$ cat src/rtl/spi_ctrl_slave.sv
module spi_ctrl_slave #(
  parameter int WIDTH = 16
) (
  input  logic             clk,
  input  logic             rst_n,
  input  logic             csn_i,
  input  logic             sclk_i,
  input  logic             sdi_i,
  output logic             sdo_o,
  output logic             sdo_oe_o,
  input  logic [WIDTH-1:1] status_i,
  input  logic             bus_fault_i,
  input  logic             pwm_i,
  output logic [WIDTH-1:0] ctrl_o,
  output logic             wd_trig_o,
  output logic             hs1_o,
  output logic             hs2_o,
  output logic             hs3_o,
  output logic             ls1_o,
  output logic             ls2_o,
  output logic             sup_en_o
);
  localparam int CW   = $clog2(WIDTH + 2);
  localparam int CMAX = WIDTH + 1;

  logic [1:0] csn_sy, sck_sy, sdi_sy;
  logic csn_d, sck_d;
  logic csn_s, sck_s, sdi_s;
  logic cs_fall, cs_rise, sck_rise, sck_fall;

  logic             act_q, shifted_q, wd_q, fault_q;
  logic [WIDTH-1:0] in_q, ctrl_q;
  logic [WIDTH-2:0] out_q;
  logic [CW-1:0]    cnt_q;
  logic             frame_ok;

  always_ff @(posedge clk or negedge rst_n) begin
    if (!rst_n) begin
      csn_sy <= 2'b11;
      sck_sy <= 2'b00;
      sdi_sy <= 2'b00;
      csn_d  <= 1'b1;
      sck_d  <= 1'b0;
    end else begin
      csn_sy <= {csn_sy[0], csn_i};
      sck_sy <= {sck_sy[0], sclk_i};
      sdi_sy <= {sdi_sy[0], sdi_i};
      csn_d  <= csn_sy[1];
      sck_d  <= sck_sy[1];
    end
  end

  assign csn_s    = csn_sy[1];
  assign sck_s    = sck_sy[1];
  assign sdi_s    = sdi_sy[1];
  assign cs_fall  = csn_d & ~csn_s;
  assign cs_rise  = ~csn_d & csn_s;
  assign sck_rise = act_q & ~sck_d & sck_s;
  assign sck_fall = act_q & sck_d & ~sck_s;
  assign frame_ok = act_q && (cnt_q == CW'(WIDTH));

  always_ff @(posedge clk or negedge rst_n) begin
    if (!rst_n) begin
      act_q     <= 1'b0;
      shifted_q <= 1'b0;
      cnt_q     <= '0;
      in_q      <= '0;
      out_q     <= '0;
    end else if (cs_fall) begin
      act_q     <= 1'b1;
      shifted_q <= 1'b0;
      cnt_q     <= '0;
      out_q     <= status_i;
    end else if (cs_rise) begin
      act_q     <= 1'b0;
      shifted_q <= 1'b0;
    end else begin
      if (sck_fall) begin
        in_q <= {sdi_s, in_q[WIDTH-1:1]};
        if (cnt_q != CW'(CMAX)) cnt_q <= cnt_q + 1'b1;
      end
      if (sck_rise) begin
        if (shifted_q) out_q <= {1'b0, out_q[WIDTH-2:1]};
        shifted_q <= 1'b1;
      end
    end
  end

  always_ff @(posedge clk or negedge rst_n) begin
    if (!rst_n) begin
      ctrl_q <= '0;
      wd_q   <= 1'b0;
    end else begin
      wd_q <= cs_rise & frame_ok & in_q[0];
      if (cs_rise && frame_ok) ctrl_q <= in_q;
    end
  end

  always_ff @(posedge clk or negedge rst_n) begin
    if (!rst_n)           fault_q <= 1'b0;
    else if (cs_rise)     fault_q <= 1'b0;
    else if (bus_fault_i) fault_q <= 1'b1;
  end

  assign sdo_oe_o  = act_q;
  assign sdo_o     = act_q & (shifted_q ? out_q[0] : fault_q);
  assign ctrl_o    = ctrl_q;
  assign wd_trig_o = wd_q;
  assign hs1_o     = ctrl_q[1] & (~ctrl_q[11] | pwm_i);
  assign hs2_o     = ctrl_q[2];
  assign hs3_o     = ctrl_q[3];
  assign ls1_o     = ctrl_q[5];
  assign ls2_o     = ctrl_q[6];
  assign sup_en_o  = ctrl_q[7];


  oe_idle_chk: assert property (@(posedge clk) disable iff (!rst_n)
    csn_s |=> !sdo_oe_o);


  wd_single_chk: assert property (@(posedge clk) disable iff (!rst_n)
    wd_trig_o |=> !wd_trig_o);


  ctrl_hold_chk: assert property (@(posedge clk) disable iff (!rst_n)
    !cs_rise |=> $stable(ctrl_o));


  bad_frame_chk: assert property (@(posedge clk) disable iff (!rst_n)
    (cs_rise && !frame_ok) |=> ($stable(ctrl_o) && !wd_trig_o));


  fault_hold_chk: assert property (@(posedge clk) disable iff (!rst_n)
    (fault_q && !cs_rise) |=> fault_q);


  always_comb begin
    if (rst_n && !ctrl_q[1]) hs1_off_chk: assert (!hs1_o);
  end
endmodule

$ cat config.mk
export PLATFORM = sky130hd
export DESIGN_NAME = spi_ctrl_slave
export DESIGN_NICKNAME = d
export VERILOG_FILES = /design/src/rtl/spi_ctrl_slave.sv
export SDC_FILE = /design/constraint.sdc
export NUM_CORES = 1
export LEC_CHECK = 0
export BUFFER_PORTS_ARGS = -buffer_cell sky130_fd_sc_hd__buf_2
export CAP_MARGIN = 0
export CORE_UTILIZATION = 30
export CTS_BUF_LIST = sky130_fd_sc_hd__clkbuf_16
export CTS_CLUSTER_SIZE = 16
export DETAILED_ROUTE_END_ITERATION = 12
export PLACE_DENSITY_LB_ADDON = 0.15
export REMOVE_ABC_BUFFERS = 1
export SYNTH_ARGS = -nofsm -noshare
export SYNTH_HDL_FRONTEND = slang
export SYNTH_SLANG_ARGS = --single-unit
$ cat constraint.sdc
create_clock -name clk -period 1.6 [get_ports clk]
set_clock_uncertainty 0.05 [all_clocks]
set_input_delay 0.16 -clock clk [delete_from_list [all_inputs] [get_ports clk]]
set_output_delay 0.16 -clock clk [all_outputs]
set_load 0.005 [all_outputs]
== Word-level counts from Yosys, hierarchy flattened ==
Cells that the tools add are included.

* Register bits after elaboration: 64
* Bits of input ports: 22
* Output and inout port bits: 25

* $add $sub $neg: 1
* Eq/ne operators: 3
* Multiplexer cells: 16
* Bitwise operators: 18
* Reduce and logical (&&, ||, !) cells: 12

{| class="wikitable"
|+ Operators with widths
! operator !! number
|-
| 15-bit 2-to-1 mux || 4
|-
| 5-bit 2-to-1 mux || 4
|-
| 2-bit nonzero test || 6
|-
| 1-bit bitwise AND || 10
|-
| 3-bit AND reduction || 3
|-
| 1-bit 2-to-1 mux || 8
|-
| 1-bit inverter || 7
|-
| 5-bit by 1-bit adder with 5-bit output, second input constant || 1
|-
| 5-bit == test, second input constant || 1
|-
| 5-bit != test, second input constant || 1
|-
| 3-bit nonzero test || 1
|-
| 1-bit logical AND || 2
|-
| 2-bit != test, second input constant || 1
|-
| 1-bit OR || 1
|}

== Longest topological paths before layout ==
* Depth in word-level cells: 6
* Depth in mapped cells: 7

== Worst setup path after synthesis ==
Ideal clock, no wire load.

* Kind: register to register
* Start point: register csn_sy[1]
* End point: register in_q[10]
* Data arrival time: 1.487 ns
* Path slack: -0.062 ns
* Cell stages (with the launch flop): 6
* Buffers on the path: 1
* Cell sequence: dfstp_2 > inv_1 > ha_1 > nand2_4 > buf_6 > mux2_4

* Longest elaborated chain between the ends: 4
* Elaborated cells between the ends (all ways): 6
* Classes of those cells: bitwise (5); reduce/logical (1)

{| class="wikitable"
|+ Ends and longest elaborated chain
! what !! line !! RTL
|-
| start, declared || 26 || <nowiki>logic [1:0] csn_sy, sck_sy, sdi_sy;</nowiki>
|-
| start signal, assigned || 45 || <nowiki>csn_sy <= {csn_sy[0], csn_i};</nowiki>
|-
| 1-bit inverter || 56 || <nowiki>assign cs_fall = csn_d & ~csn_s;</nowiki>
|-
| 1-bit bitwise AND || 56 ||
|-
| 1-bit inverter (no line) || n/a ||
|-
| 3-bit AND reduction (no line) (*) || n/a ||
|-
| end signal, assigned || 79 || <nowiki>in_q <= {sdi_s, in_q[WIDTH-1:1]};</nowiki>
|-
| end, declared || 32 || <nowiki>logic [WIDTH-1:0] in_q, ctrl_q;</nowiki>
|}

Every way passes the cells marked *; elsewhere a longest branch is shown, timed or not.
A chain may end at the register's enable or synchronous reset.

== Worst setup path in the final report ==
* Start point: register csn_sy[1]
* End point: register ctrl_q[15] (netlist: ctrl_o[15])

* Longest elaborated chain between the ends: 2

{| class="wikitable"
|+ Ends and longest elaborated chain
! what !! line !! RTL
|-
| 1-bit bitwise AND || 57 || <nowiki>assign cs_rise = ~csn_d & csn_s;</nowiki>
|-
| 1-bit logical AND || 95 || <nowiki>if (cs_rise && frame_ok) ctrl_q <= in_q;</nowiki>
|-
| end signal, assigned || 95 ||
|-
| end, declared || 32 ||
|}

No other way between the ends.

==> flow_metrics.py <==
metrics = {
    "clocking": {
        "clock-sinks": 64,
        "clk_pin_slew_ns": 0.06,
        "cts_tree": "yes",
        "clock_latency_ns": 0.33,
        "cts_buffer_depth": 2,
        "cts_buffers": 9,
        "clock-root-buffer": "clkbuf_16",
        "htreeDepth": 3,
    },
    "worst_setup_path": {
        "path_cells": "ha_2, nand4_4, buf_12, mux2_4",
        "arrival_ns": 1.76,
        "critical_path_class": "reg -> reg",
        "cp-start-kind": "flip-flop",
        "max_stage_delay_ns": 0.59,
        "crit_slowest_cell": "dfstp_2",
        "crit_path_end_kind": "flip-flop",
        "cp_max_fo": 10,
        "required_ns": 1.76,
    },
    "grt": {
        "grt_first_pass_wirelength_um": 10000,
        "overflow": 0,
        "grtUsageTotal_pct": 13.5,
        "grt_pass1_vias": 1933,
        "antenna_found_initial": 0,
        "grt_max_degree": 65,
    },
    "power": {
        "p_leak_uw": 0.00192,
        "power_density_mw_per_mm2": 1150,
        "power.total_uw": 4500,
        "ir_drop_v": 0.000503,
    },
    "layout": {
        "stdcell_count": 427,
        "fillCellCount": 842,
        "layout_commonest_cell": "dfrtp_1",
        "layout_common_cells": "dfrtp_1, buf_2, buf_4, mux2_4, nor2_1",
        "final_layout_size_suffix_gt1_share_pct": 50.0,
        "diodes": 0,
        "finalNetCount": 321,
        "syn2layout_area_growth_pct": 37.7,
    },
    "yosys": {
        "synth_compound_area_share_pct": 9.64,
        "synth_top_family_by_area": "multiplexers",
        "synth.distinct_cells": 41,
        "synth.mux.area_fraction_pct": 15.9,
        "ys_top_cells_by_area": "dfrtp_1, mux2_4, mux2_2",
        "synth_warnings": 0,
        "synth_top_area_share_pct": 53.5,
        "syn_avg_cell_area_sq_um": 13.2,
        "synth_edf_count": 0,
        "yosys.area_share.simple_pct": 11.0,
        "synthAdderAreaFrac_pct": 2.63,
        "ys_seq_area_share_pct": 56.2,
        "syn_area_sq_mm": 0.00286,
        "synth-xor-area-share_pct": 0,
        "netlist_instances": 217,
        "async_reset_ff_share_pct": 100,
        "synth_flop_cell": "dfrtp_1",
        "yosys.area.top_type": "dfrtp_1",
        "ys_ff_latch": 64,
    },
    "place": {
        "place_congestion": 0.710,
        "hpwlAfterDp_um": 3920,
        "placed_cells": 402,
        "io_buffers": 46,
    },
    "sta": {
        "report.final.slew_viol_count": 0,
        "slew_headroom_pct": 77.0,
        "rsz0062_at_grt": "yes",
        "max_freq_mhz": 626,
        "post-route-min-period_ns": 1.60,
        "setup_violations": 0,
        "worst-slew-pin-transition_ns": 0.344,
        "hold_viol": 0,
        "whs_ns": 0.0260,
        "post-route-period-util_pct": 99.8,
    },
    "routing": {
        "totalWireLength_um": 6050,
        "first_pass_iters": 4,
        "num_vias": 2003,
        "vias_per_cell": 4.69,
        "avgRoutedWirePerCell_um": 14.2,
        "ant_nets": 0,
        "drtIter0Drc": 57,
        "drc": 0,
    },
    "floorplanning": {
        "start_util_pct": 30.9,
        "core_region_area_sq_mm": 0.00924,
        "num_rows": 35,
        "die_w_um": 99.6,
        "dieHeight_um": 99.6,
        "ios": 47,
        "die_area_sq_mm": 0.00991,
    },
    "worst_hold_path": {
        "hold_class": "in -> reg",
    },
    "status": {
        "status": "completed",
    },
    "job": {
        "maxCapViolCount": 0,
    },
}
flip-flops by register name (all words and copies together), names as in the netlist:
name	cells
shifted_q	1
sck_sy	2
sck_d	1
ctrl_o	16
out_q	15
sdo_oe_o	1
in_q	16
csn_d	1
csn_sy	2
fault_q	1
sdi_sy	2
wd_trig_o	1
cnt_q	5
report_power, final:
| part | switching, uW | total (uW) | internal [uW] |
|---|---|---|---|
| Clock | 709 | 2060 | 1350 |
| Sequential | 106 | 1880 | 1770 |
| Combinational | 278 | 569 | 291 |
what timing repair did:
action,CTS,global route
resized for setup,8,28
hold buffers,6,0
setup endpoints to repair,36,53
pin swaps,1,6
buffers inserted,2,0
gates cloned,1,0
endpoints found under the hold margin,66,0
worst paths after layout:
check	from	endpoint	slack, ns	depth (start not counted)
min in group asynchronous	rst_n	ctrl_o[6]	0.32	3
worst min register to register	sck_sy[0]	sck_sy[1]	0.29	0
max in group asynchronous	rst_n	csn_sy[0]	0.87	3
worst max-delay path	csn_sy[1]	ctrl_o[15]	0.003	4
worst min-delay path	status_i[8]	out_q[7]	0.03	3
worst max register to register	csn_sy[1]	ctrl_o[15]	0.003	4
area by class of cell:
class                           count  area [sq um]  area share [%]
Clock buffer                        9           225            5.73
Clock inverter                      7          88.8            2.26
Inverter                            8          30.0           0.764
Multi-Input combinational cell    130          1260            32.1
Sequential cell                    64          1610            40.8
Tap cell                          129           161            4.11
Timing Repair Buffer               80           557            14.2
layer usage:
metal  GRT usage [%]  share of wire [%]  routed length [um]
met5               0                  0                   0
met4            8.48                1.5                  93
met3            2.81                2.7                 163
met2            18.8                 45                2700
met1            19.1                 51                3100
cell families (layout without fill, tap and decap cells):
logic type                 after synthesis  in the layout
DFF                                     64             64
and+or+nand+nor                         51             52
AOI/OAI and AO/OA                       38             38
muxes                                   34             34
buffers and inverters                   24            104
adders and majority gates                6              6
Yosys cell counts, types with 4 or more instances:
cell type  count
a211oi_1       4
a221oi_1       9
buf_4          5
clkbuf_1       5
dfrtp_1       61
ha_1           6
inv_1          8
mux2_2        14
mux2_4        19
nand2_1        4
nand3_1        4
nor2_1        16
nor2b_1        4
o22ai_1       13
worst max-delay path: cells and delay by family (launching register included):
| family | cells | cell delay (ns) |
|---|---|---|
| flops | 1 | 0.59 |
| mux | 1 | 0.29 |
| fa+ha+maj | 1 | 0.23 |
| buf+inv | 1 | 0.18 |
| simple gates | 1 | 0.13 |
through the flow:
stage          util, %  setup TNS [ns]  instance area, sq um  setup WS, ns
3_5_place_dp      36.5           -5.28                  3380        -0.318
4_1_cts           41.4          -0.426                  3820       -0.0271
6_report          42.5               0                  3930       0.00333
3_3_place_gp      36.5           -4.22                  3380        -0.247
5_1_grt           42.5           -1.08                  3930       -0.0695
2_1_floorplan        -           -4.18                  2750        -0.266
Note: power is estimated with default switching activity, not from simulation.
